$ cat src/rtl/stby_pkg.sv
package stby_pkg;
  typedef enum logic [2:0] {
    ST_RUN        = 3'd0,
    ST_ENTER_SSBY = 3'd1,
    ST_SSBY       = 3'd2,
    ST_ENTER_DSBY = 3'd3,
    ST_DSBY       = 3'd4,
    ST_SETTLE     = 3'd5
  } stbyState_e;

  // Strobes from control to datapath
  typedef struct packed {
    logic loadSettle;
    logic countEn;
  } dpCtl_t;
endpackage

$ cat src/rtl/stby_datapath.sv
module stby_datapath
  import stby_pkg::*;
#(
  parameter int NUM_IRQ  = 16,
  parameter int NUM_PIN  = 4,
  parameter int NUM_MOD  = 4,
  parameter int STS_W    = 5,
  parameter int MAX_STS  = 20,
  parameter int STS_BIAS = 5
) (
  input  logic               clk,
  input  logic               sysRstN,
  input  logic               porN,
  input  dpCtl_t             ctl,
  input  logic [STS_W-1:0]   stsSel,
  input  logic [NUM_IRQ-1:0] irqIn,
  input  logic [NUM_IRQ-1:0] irqWakeEn,
  input  logic               nmi,
  input  logic [NUM_PIN-1:0] dpinEn,
  input  logic [NUM_PIN-1:0] dpinIn,
  input  logic [NUM_PIN-1:0] dflagClr,
  input  logic [NUM_MOD-1:0] modStopped,
  input  logic [NUM_MOD-1:0] modIrqPend,
  output logic               wakeSby,
  output logic               wakeDeep,
  output logic               settleDone,
  output logic [NUM_PIN-1:0] dflag,
  output logic               modStopErr
);
  localparam int CNT_W = MAX_STS + STS_BIAS + 1;

  logic [CNT_W-1:0] settleCnt;
  logic [CNT_W-1:0] settleLen;
  logic [STS_W-1:0] effN;

  assign wakeSby  = nmi | (|(irqIn & irqWakeEn));
  assign wakeDeep = nmi | (|(dpinEn & dpinIn));

  always_comb begin
    effN      = (stsSel > STS_W'(MAX_STS)) ? STS_W'(MAX_STS) : stsSel;
    settleLen = CNT_W'(1) << (effN + STS_W'(STS_BIAS));
  end

  always_ff @(posedge clk or negedge sysRstN) begin
    if (!sysRstN)                          settleCnt <= '0;
    else if (ctl.loadSettle)               settleCnt <= settleLen - CNT_W'(1);
    else if (ctl.countEn && settleCnt != '0) settleCnt <= settleCnt - CNT_W'(1);
  end

  assign settleDone = (settleCnt == '0);

  // Deep-pin flags: reset only by power-on
  for (genvar i = 0; i < NUM_PIN; i++) begin : g_dflag
    always_ff @(posedge clk or negedge porN) begin
      if (!porN)                        dflag[i] <= 1'b0;
      else if (dpinEn[i] && dpinIn[i])  dflag[i] <= 1'b1;
      else if (dflagClr[i])             dflag[i] <= 1'b0;
    end
  end

  always_ff @(posedge clk or negedge sysRstN) begin
    if (!sysRstN) modStopErr <= 1'b0;
    else          modStopErr <= |(modStopped & modIrqPend);
  end
endmodule

$ cat src/rtl/stby_ctrl.sv
module stby_ctrl
  import stby_pkg::*;
(
  input  logic       clk,
  input  logic       sysRstN,
  input  logic       sbyReq,
  input  logic       deepSel,
  input  logic       wrDone,
  input  logic       wakeSby,
  input  logic       wakeDeep,
  input  logic       settleDone,
  output dpCtl_t     ctl,
  output stbyState_e state,
  output logic       wakeExc,
  output logic       clkGateEn,
  output logic       oscEn,
  output logic       ioHold
);
  stbyState_e stateNext;
  logic       fromDeep;

  always_comb begin
    stateNext = state;
    unique case (state)
      ST_RUN:        if (sbyReq && wrDone) stateNext = deepSel ? ST_ENTER_DSBY : ST_ENTER_SSBY;
      ST_ENTER_SSBY: stateNext = ST_SSBY;
      ST_SSBY:       if (wakeSby) stateNext = ST_SETTLE;
      ST_ENTER_DSBY: stateNext = wakeSby ? ST_SETTLE : ST_DSBY;
      ST_DSBY:       if (wakeDeep) stateNext = ST_SETTLE;
      ST_SETTLE:     if (settleDone) stateNext = ST_RUN;
      default:       stateNext = ST_RUN;
    endcase
  end

  always_comb begin
    ctl.loadSettle = (stateNext == ST_SETTLE) && (state != ST_SETTLE);
    ctl.countEn    = (state == ST_SETTLE);
  end

  always_ff @(posedge clk or negedge sysRstN) begin
    if (!sysRstN) begin
      state    <= ST_RUN;
      fromDeep <= 1'b0;
      wakeExc  <= 1'b0;
    end else begin
      state   <= stateNext;
      wakeExc <= (state == ST_SETTLE) && settleDone && !fromDeep;
      if (ctl.loadSettle) fromDeep <= (state == ST_DSBY);
    end
  end

  assign clkGateEn = (state != ST_RUN);
  assign ioHold    = (state != ST_RUN);
  assign oscEn     = !((state == ST_SSBY) || (state == ST_DSBY));
endmodule

$ cat src/rtl/standby_ctl.sv
module standby_ctl
  import stby_pkg::*;
#(
  parameter int NUM_IRQ = 16,
  parameter int NUM_PIN = 4,
  parameter int NUM_MOD = 4,
  parameter int MAX_STS = 20
) (
  input  logic               clk,
  input  logic               rstN,
  input  logic               porN,
  input  logic               sbyReq,
  input  logic               deepSel,
  input  logic               wrDone,
  input  logic [4:0]         stsSel,
  input  logic [NUM_IRQ-1:0] irqIn,
  input  logic [NUM_IRQ-1:0] irqWakeEn,
  input  logic               nmi,
  input  logic [NUM_PIN-1:0] dpinEn,
  input  logic [NUM_PIN-1:0] dpinIn,
  input  logic [NUM_PIN-1:0] dflagClr,
  input  logic [NUM_MOD-1:0] modStopped,
  input  logic [NUM_MOD-1:0] modIrqPend,
  output logic               clkGateEn,
  output logic               oscEn,
  output logic               ioHold,
  output logic               wakeExc,
  output logic [NUM_PIN-1:0] dflag,
  output logic               modStopErr,
  output logic [2:0]         stateOut
);
  logic       sysRstN;
  dpCtl_t     ctl;
  stbyState_e state;
  logic       wakeSby, wakeDeep, settleDone;

  assign sysRstN  = rstN & porN;
  assign stateOut = state;

  stby_ctrl i_ctrl (
    .clk(clk), .sysRstN(sysRstN), .sbyReq(sbyReq), .deepSel(deepSel),
    .wrDone(wrDone), .wakeSby(wakeSby), .wakeDeep(wakeDeep),
    .settleDone(settleDone), .ctl(ctl), .state(state), .wakeExc(wakeExc),
    .clkGateEn(clkGateEn), .oscEn(oscEn), .ioHold(ioHold)
  );

  stby_datapath #(
    .NUM_IRQ(NUM_IRQ), .NUM_PIN(NUM_PIN), .NUM_MOD(NUM_MOD),
    .STS_W(5), .MAX_STS(MAX_STS), .STS_BIAS(5)
  ) i_dp (
    .clk(clk), .sysRstN(sysRstN), .porN(porN), .ctl(ctl), .stsSel(stsSel),
    .irqIn(irqIn), .irqWakeEn(irqWakeEn), .nmi(nmi), .dpinEn(dpinEn),
    .dpinIn(dpinIn), .dflagClr(dflagClr), .modStopped(modStopped),
    .modIrqPend(modIrqPend), .wakeSby(wakeSby), .wakeDeep(wakeDeep),
    .settleDone(settleDone), .dflag(dflag), .modStopErr(modStopErr)
  );
endmodule

$ cat config.mk
export PLATFORM = sky130hd
export DESIGN_NAME = standby_ctl
export DESIGN_NICKNAME = d
export VERILOG_FILES = /design/src/rtl/stby_pkg.sv /design/src/rtl/stby_datapath.sv /design/src/rtl/stby_ctrl.sv /design/src/rtl/standby_ctl.sv
export SDC_FILE = /design/constraint.sdc
export NUM_CORES = 1
export LEC_CHECK = 0
export ABC_AREA = 1
export ABC_CLOCK_PERIOD_IN_PS = 2800
export BUFFER_PORTS_ARGS = -buffer_cell sky130_fd_sc_hd__buf_4
export CAP_MARGIN = 5
export CORE_ASPECT_RATIO = 1.2
export CORE_MARGIN = 1.5
export CORE_UTILIZATION = 45
export CTS_CLUSTER_DIAMETER = 50
export DETAILED_ROUTE_END_ITERATION = 10
export PLACE_DENSITY_LB_ADDON = 0.05
export SYNTH_ARGS = -nofsm -noshare
export SYNTH_HDL_FRONTEND = slang
export SYNTH_SLANG_ARGS = --single-unit
$ cat constraint.sdc
create_clock -name clk -period 2.8 [get_ports clk]
set_input_delay 0.84 -clock clk [delete_from_list [all_inputs] [get_ports clk]]
set_output_delay 0.84 -clock clk [all_outputs]
set_load 0.01 [all_outputs]
==> results of run 1 <==
## kinds of logic (layout without fill, tap and decap cells)
kind of cell | Yosys count | in the layout | synth area share, %
simple gates | 334 | 334 | 51.74
buf+inv | 69 | 181 | 9.191
flops | 36 | 36 | 29.54
compound gates | 33 | 33 | 6.525
xor+xnor | 9 | 9 | 2.585
fa+ha+maj | 1 | 1 | 0.4103
## power by group
| group | switching, mW | internal, mW | leakage (nW) |
|---|---|---|---|
| logic | 1.94 | 1.30 | 1.70 |
| clock network | 0.213 | 0.268 | 0.0548 |
| registers | 0.145 | 0.709 | 0.467 |
| total | 2.29 | 2.28 | 2.22 |
## final timing paths
path	start	end	slack, ns	cells after the start
max reg2reg	i_dp.settleCnt[24]$_DFFE_PN0P_	i_dp.settleCnt[24]$_DFFE_PN0P_	0.33	19
max in group asynchronous	porN	i_dp.settleCnt[14]$_DFFE_PN0P_	1.80	4
min reg2reg	i_ctrl.fromDeep$_DFFE_PN0N_	i_ctrl.wakeExc$_DFF_PN0_	0.45	1
min in group clk	i_ctrl.fromDeep$_DFFE_PN0N_	i_ctrl.wakeExc$_DFF_PN0_	0.45	1
min	porN	i_dp.dflag[1]$_DFFE_PN0P_	0.32	1
max	irqIn[1]	i_dp.settleCnt[24]$_DFFE_PN0P_	0.25	18
## layer usage
| metal | vias to the layer above | global-route usage, % |
|---|---|---|
| met5 | - | 0 |
| met4 | 0 | 10.27 |
| met3 | 20 | 3.512 |
| met2 | 109 | 44.93 |
| met1 | 1501 | 27.92 |
| li1 | 1754 | - |
## registers in the layout, summed over array words and instances (netlist names)
| name | count |
|---|---|
| i_dp.settleCnt | 26 |
| i_dp.modStopErr | 1 |
| i_ctrl.state | 3 |
| i_ctrl.wakeExc | 1 |
| i_ctrl.fromDeep | 1 |
| i_dp.dflag | 4 |
## cell type report
class | count | area [µm²] | share of cell area, %
multi-input cells | 377 | 1878 | 45.65
flip-flops and latches | 36 | 900.9 | 21.90
repair buffers | 116 | 899.6 | 21.87
inverters | 57 | 214.0 | 5.201
well taps | 85 | 106.4 | 2.585
clock buffers | 5 | 68.82 | 1.673
clock inverters | 3 | 46.29 | 1.125
## timing repair
item | 4_1_cts | 5_1_grt
endpoints found under the setup margin | 0 | 6
endpoints found under the hold margin | 0 | 0
gates resized for setup | 0 | 5
hold buffers | 0 | 0
## cell usage in the layout (no fill, tap or decap), types with 5 or more instances in the layout
| master | synthesis | layout |
|---|---|---|
| inv_1 | 47 | 47 |
| nand3b_1 | 13 | 13 |
| inv_2 | 10 | 10 |
| nand2_2 | 12 | 12 |
| a21oi_1 | 5 | 5 |
| o21ai_1 | 6 | 6 |
| nor2_2 | 17 | 21 |
| o21ai_0 | 11 | 11 |
| nand2_1 | 165 | 165 |
| xor2_1 | 5 | 5 |
| clkbuf_8 | 0 | 5 |
| buf_4 | 2 | 113 |
| nor2_1 | 56 | 52 |
| nand4_1 | 24 | 24 |
| nand3_1 | 32 | 32 |
| dfrtp_1 | 36 | 36 |
## critical path, cell delays in order
cell,delay [ns]
buf_4,0.11
nand2_1,0.06
nand2_1,0.05
nor2_1,0.09
nand3_1,0.12
o21bai_2,0.19
nand3_4,0.16
buf_12,0.17
nand3b_1,0.10
nand2_1,0.11
nor2_2,0.17
nand2_1,0.14
nor2_4,0.14
nand3_1,0.08
nand2_1,0.07
nand2_1,0.06
nand2_1,0.05
nand2_1,0.04
==> Implementation_results.wiki, run 1 <==
{| class="wikitable"
! Metric !! Value
|-
| Result of the run || completed
|-
| Startpoint Class || primary input
|-
| Leak pwr || 2.218 nW
|-
| Share of flip-flops with an asynchronous set or reset after synthesis || 100.0%
|-
| Pin count of the biggest net entering global routing || 33
|-
| Setup tns final || 0 ns
|-
| Number of buffers inserted during clock tree synthesis || 5
|-
| Wire length of the first global-routing pass || 14040 µm
|-
| Number of enable-type register cells in the synthesized netlist || 0
|-
| WL per Instance || 12.09 µm
|-
| Post-DP Area || 3985 µm²
|-
| Die footprint || 7281 µm²
|-
| Initial antenna violation count || 0
|-
| Critical-path maximum fanout || 7
|-
| CTS tree || done
|-
| Worst skew pair latency || 0.30 ns
|-
| Post-CTS Setup Repair Bufs || 0
|-
| Met3 WL || 416 µm
|-
| Post-synthesis cell area || 3049 µm²
|-
| Number of standard cells after synthesis || 482
|-
| Via count of the routed design || 3384
|-
| DRT Wirelength || 8206 µm
|-
| Number of global-route vias before repair || 3288
|-
| Endpoints failing hold || 0
|-
| Count of antenna diodes in the layout || 0
|-
| Synth unique cells || 39
|-
| Total GRT Usage || 24.41%
|-
| Average size of a mapped cell || 6.326 µm²
|-
| Power density of the placed cells || 1111 nW/µm²
|-
| Initial standard-cell utilization of the core || 47.01%
|-
| Post-layout worst setup margin || 0.2526 ns
|-
| Fraction of synthesized cell area taken by the top area cell type || 29.54%
|-
| Metal2 WL || 4185 µm
|-
| Detailed Route Iter0 Violations || 202
|-
| Final weighted congestion in routability-driven placement || 0.9611
|-
| Top post-synthesis cells by area || dfrtp_1 (30%), nand2_1 (20%), nor2_1 (6.9%)
|-
| VDD IR max || 0.5080 mV
|-
| Longest Clk Path Bufs || 2
|-
| Top Ports || 76
|-
| Clock slew seen by the registers of the worst setup and hold paths || 0.08 ns
|-
| Yosys top cell by area || dfrtp_1
|-
| CTS root buf || clkbuf_8
|-
| Area of all placed cells without fillers || 4114 µm²
|-
| H-tree level count || 2
|-
| Worst clock skew || 0.009765 ns
|-
| Area of the placeable core || 6486 µm²
|-
| # setup viols final || 0
|-
| Number of storage elements in the synthesis netlist || 36
|-
| Final Net Count || 658
|-
| Post-route antenna net violation count || 0
|-
| Count of TritonRoute iterations in the first routing pass || 4
|-
| Detail-routed via count per cell || 4.984
|-
| Arr. time, crit path || 2.74 ns
|-
| Row Count || 32
|-
| Final cell count without fillers || 679
|-
| Number of placed instances, taps included || 671
|-
| Port-buffer cells || 75
|-
| Total Power Consumption || 4.571 mW
|-
| Remaining global-route overflow || 0
|-
| Wire length the detailed router placed on met1 || 3350 µm
|-
| Synth-to-layout area growth || 34.92%
|-
| Die Width || 78.15 µm
|-
| Min-Delay Path Class || in -> async
|-
| Sink Count || 36
|-
| Number of fillers in the final layout || 635
|-
| Final HPWL DP || 6859 µm
|-
| Path type of the worst setup path || in -> reg
|-
| Slew at the pin with the worst max-slew slack || 0.4329 ns
|-
| Die Height || 93.17 µm
|-
| Data required, critical path || 2.99 ns
|-
| Hold slack final || 0.3180 ns
|-
| Commonest cells post-synth || nand2_1 (165), nor2_1 (56), inv_1 (47)
|-
| Yosys Warn Count || 0
|-
| Maximum Capacitance Violations || 0
|-
| Worst-case setup slack after placement || -0.1524 ns
|-
| Final critical delay including setup and external delays || 2.547 ns
|-
| Unrepaired setup endpoints after global routing || no
|-
| Number of nets in the synthesized netlist || 547
|-
| Share of the clock period used by the worst path || 90.98%
|-
| Residual DRC count || 0
|-
| Fin util || 63.43%
|-
| Worst slew margin relative to its limit || 71.14%
|-
| DR top layer || met4
|-
| Proportion of layout cells with a drive suffix above 1 || 30.64%
|-
| Proportion of synthesized chip area in sequential cells || 29.54%
|-
| Primary flip-flop cell chosen by synthesis mapping || dfrtp_1
|-
| Type of element capturing the critical path || flip-flop
|-
| Library cell with the highest instance count after synthesis || nand2_1
|-
| Highest clock rate || 0.3926 GHz
|-
| Number of pins with negative max-slew slack in the final report || 0
|}
Power figures use the tool's default switching activity.
==> run 2, diff against run 1 <==
--- a/config.mk
+++ b/config.mk
@@ -19,2 +19,3 @@
 export SYNTH_HDL_FRONTEND = slang
 export SYNTH_SLANG_ARGS = --single-unit
+export TNS_END_PERCENT = 30
==> constraint.sdc (replaced) <==
create_clock -name clk -period 2.8 [get_ports clk]
set_input_delay 0.84 -clock clk [delete_from_list [all_inputs] [get_ports clk]]
set_output_delay 0.84 -clock clk [all_outputs]
set_load 0.1 [all_outputs]
==> run 2 against run 1 <==
Sequential power increased by 0.8%. Core utilization fell by 0.27 points. Power increased by 5.8%. Cell area down 0.43%. Worst setup slack got worse by 0.11 ns. Critical path depth shrank 2. Register-to-register slack worse by 0.08 ns. Maximum frequency shrank 4.0%. Worst hold slack better by 0.0074 ns.
==> Implementation_results.wiki, run 2 (synthesized netlist as in run 1, its figures left out) <==
{| class="wikitable"
! Metric !! Value
|-
| Result of the run || completed (unchanged)
|-
| Arr. time, crit path || 2.89 ns (was 2.74 ns)
|-
| Share of the clock period used by the worst path || 94.77% (was 90.98%)
|-
| Final HPWL DP || 6933 µm (was 6859 µm)
|-
| CTS tree || done (unchanged)
|-
| Data required, critical path || 3.04 ns (was 2.99 ns)
|-
| Most frequent cells in the layout || nand2_1 (163), buf_4 (109), nor2_1 (52) (was nand2_1 (165), buf_4 (113), nor2_1 (52))
|-
| CP max stage cell || nor2_2 (was o21bai_2)
|-
| Final weighted congestion in routability-driven placement || 0.8704 (was 0.9611)
|-
| Row Count || 32 (unchanged)
|-
| Highest clock rate || 0.3769 GHz (was 0.3926 GHz)
|-
| Worst-case setup slack after placement || -0.1067 ns (was -0.1524 ns)
|-
| Max FFs per register || 26 (unchanged)
|-
| Top Ports || 76 (unchanged)
|-
| Count of TritonRoute iterations in the first routing pass || 4 (unchanged)
|-
| Worst skew pair latency || 0.30 ns (about the same)
|-
| Via count of the routed design || 3419 (was 3384)
|-
| Residual DRC count || 0 (unchanged)
|-
| Worst clock skew || 0.006254 ns (was 0.009765 ns)
|-
| Maximum Capacitance Violations || 0 (unchanged)
|-
| Min-Delay Path Class || in -> async (unchanged)
|-
| Endpoints failing hold || 0 (unchanged)
|-
| Clock slew seen by the registers of the worst setup and hold paths || 0.08 ns (about the same)
|-
| Reg-to-reg startpoint || i_ctrl.state[0]$_DFF_PN0_ (was i_dp.settleCnt[24]$_DFFE_PN0P_)
|-
| Pin count of the biggest net entering global routing || 22 (was 33)
|-
| GRT Max-Usage Layer || met2 (unchanged)
|-
| Final critical delay including setup and external delays || 2.653 ns (was 2.547 ns)
|-
| WL per Instance || 12.80 µm (was 12.09 µm)
|-
| Post-route antenna net violation count || 0 (unchanged)
|-
| DRT Wirelength || 8652 µm (was 8206 µm)
|-
| Proportion of layout cells with a drive suffix above 1 || 31.13% (was 30.64%)
|-
| Type of element capturing the critical path || flip-flop (unchanged)
|-
| Startpoint Class || primary input (unchanged)
|-
| Critical-path maximum fanout || 4 (was 7)
|-
| Series of cell instances along the critical path || buf_4 -> nand2_1 -> nand2_1 -> nor2_1 -> nand3_2 -> o21bai_4 -> buf_4 -> nand3_2 -> nand3_1 -> nand2_2 -> nor2_4 -> nand3_2 -> nor2_2 -> xor2_1 -> nand2_1 -> nand2_1 (was buf_4 -> nand2_1 -> nand2_1 -> nor2_1 -> nand3_1 -> o21bai_2 -> nand3_4 -> buf_12 -> nand3b_1 -> nand2_1 -> nor2_2 -> nand2_1 -> nor2_4 -> nand3_1 -> nand2_1 -> nand2_1 -> nand2_1 -> nand2_1)
|-
| Die Width || 78.15 µm (unchanged)
|-
| Detail-routed via count per cell || 5.058 (was 4.984)
|-
| Critical path startpoint || irqIn[15] (was irqIn[1])
|-
| Met3 Use GR || 3.610% (was 3.512%)
|-
| Post-layout worst setup margin || 0.1465 ns (was 0.2526 ns)
|-
| Synth-to-layout area growth || 34.35% (was 34.92%)
|-
| Reg with most FFs || i_dp.settleCnt (unchanged)
|-
| Count of antenna diodes in the layout || 0 (unchanged)
|-
| Slew at the pin with the worst max-slew slack || 0.5052 ns (was 0.4329 ns)
|-
| Port-buffer cells || 75 (unchanged)
|-
| Path type of the worst setup path || in -> reg (unchanged)
|-
| Total Power Consumption || 4.836 mW (was 4.571 mW)
|-
| Detailed Route Iter0 Violations || 205 (was 202)
|-
| Sink Count || 36 (unchanged)
|-
| Fin util || 63.16% (was 63.43%)
|-
| Number of pins with negative max-slew slack in the final report || 0 (unchanged)
|-
| Multi-input gate area in the final layout || 1916 µm² (was 1878 µm²)
|-
| Number of buffers inserted during clock tree synthesis || 5 (unchanged)
|-
| Initial antenna violation count || 0 (unchanged)
|-
| Area taken by flip-flops and latches || 903.4 µm² (was 900.9 µm²)
|-
| CTS root buf || clkbuf_8 (unchanged)
|-
| Wire length of the first global-routing pass || 14240 µm (was 14040 µm)
|-
| Die Height || 93.17 µm (unchanged)
|-
| H-tree level count || 2 (unchanged)
|-
| Total GRT Usage || 24.78% (was 24.41%)
|-
| Leak pwr || 2.203 nW (was 2.218 nW)
|-
| Die footprint || 7281 µm² (unchanged)
|-
| Largest registers || i_dp.settleCnt: 26 flops, i_dp.dflag: 4 flops, i_ctrl.state: 3 flops (unchanged)
|-
| Power density of the placed cells || 1180 nW/µm² (was 1111 nW/µm²)
|-
| Worst slew margin relative to its limit || 66.29% (was 71.14%)
|-
| # setup viols final || 0 (unchanged)
|-
| Number of fillers in the final layout || 626 (was 635)
|-
| Met2 layer usage reported by global route || 46.52% (was 44.93%)
|-
| Critical Path Most Common Cell || nand2_1 (unchanged)
|-
| Area of the placeable core || 6486 µm² (unchanged)
|-
| CTS Hold Bufs || 0 (unchanged)
|-
| Longest Clk Path Bufs || 2 (unchanged)
|-
| Met1 track demand over resource in global routing || 27.39% (was 27.92%)
|-
| Most common cell after layout, fill and taps aside || nand2_1 (unchanged)
|-
| Final Net Count || 655 (was 658)
|-
| Remaining global-route overflow || 0 (unchanged)
|-
| VDD IR max || 1.162 mV (was 0.5080 mV)
|-
| Peak per-stage delay on the critical path || 0.24 ns (was 0.19 ns)
|-
| Number of global-route vias before repair || 3328 (was 3288)
|-
| Initial standard-cell utilization of the core || 47.01% (unchanged)
|}
run 2: cell count changes in the layout (fill, tap and decap cells not counted), sizes merged:
cell,previous run,this run
bufinv,1,0
nand3,35,36
buf,116,112
clkinv,0,3
clkinvlp,1,0
inv,58,57
run 2: path summary, 6_finish.rpt:
path	to	slack, ns	depth (start not counted)
min	i_dp.dflag[0]$_DFFE_PN0P_	0.33	1
max	i_dp.settleCnt[14]$_DFFE_PN0P_	0.15	16
max reg2reg	i_dp.settleCnt[14]$_DFFE_PN0P_	0.25	15
max in group asynchronous	i_ctrl.state[0]$_DFF_PN0_	1.65	4
min in group clk	i_ctrl.wakeExc$_DFF_PN0_	0.47	1
min reg2reg	i_ctrl.wakeExc$_DFF_PN0_	0.47	1
run 2: what timing repair did:
item                                    4_1_cts  5_1_grt
buffers inserted                              0        1
endpoints found under the setup margin        0        7
resized for setup                             0        9
run 2: area by class of cell:
class / instances / area share [%]
clock inverters: 3 / 0.4582
flip-flops and latches: 36 / 22.05
inverters: 57 / 5.223
well taps: 85 / 2.596
clock buffers: 5 / 1.680
multi-input cells: 378 / 46.76
repair buffers: 112 / 21.23
run 2: stage by stage:
| stage | cell area (µm²) | setup TNS [ns] | hold slack [ns] | std cells |
|---|---|---|---|---|
| floorplan | 3059 | -0.1952 | 0.4090 | 482 |
| global placement | 3958 | -0.3473 | 0.4367 | 666 |
| detailed placement | 3958 | -0.7784 | 0.4640 | 666 |
| CTS | 4045 | 0 | 0.3208 | 674 |
| global route | 4096 | -0.1381 | 0.3175 | 676 |
| finish | 4096 | 0 | 0.3254 | 676 |
run 2: worst max-delay path: cells and delay by family:
| kind | cells | cell delay [ns] |
|---|---|---|
| and+or+nand+nor | 12 | 1.43 |
| xor gates and xnor gates | 1 | 0.17 |
| buffers and inverters | 2 | 0.25 |
| AOI/OAI and AO/OA | 1 | 0.20 |
run 2: power by group:
group | total [mW] | internal (mW) | switching, mW
Clock | 0.377 | 0.173 | 0.203
Combinational | 3.60 | 1.26 | 2.34
Sequential | 0.861 | 0.712 | 0.148
run 2: per-layer routing:
layer | part of all wire (%) | up-vias
li1 | - | 1758
met2 | 51 | 112
met3 | 6.4 | 24
met1 | 39 | 1525
met5 | 0 | -
met4 | 3.5 | 0
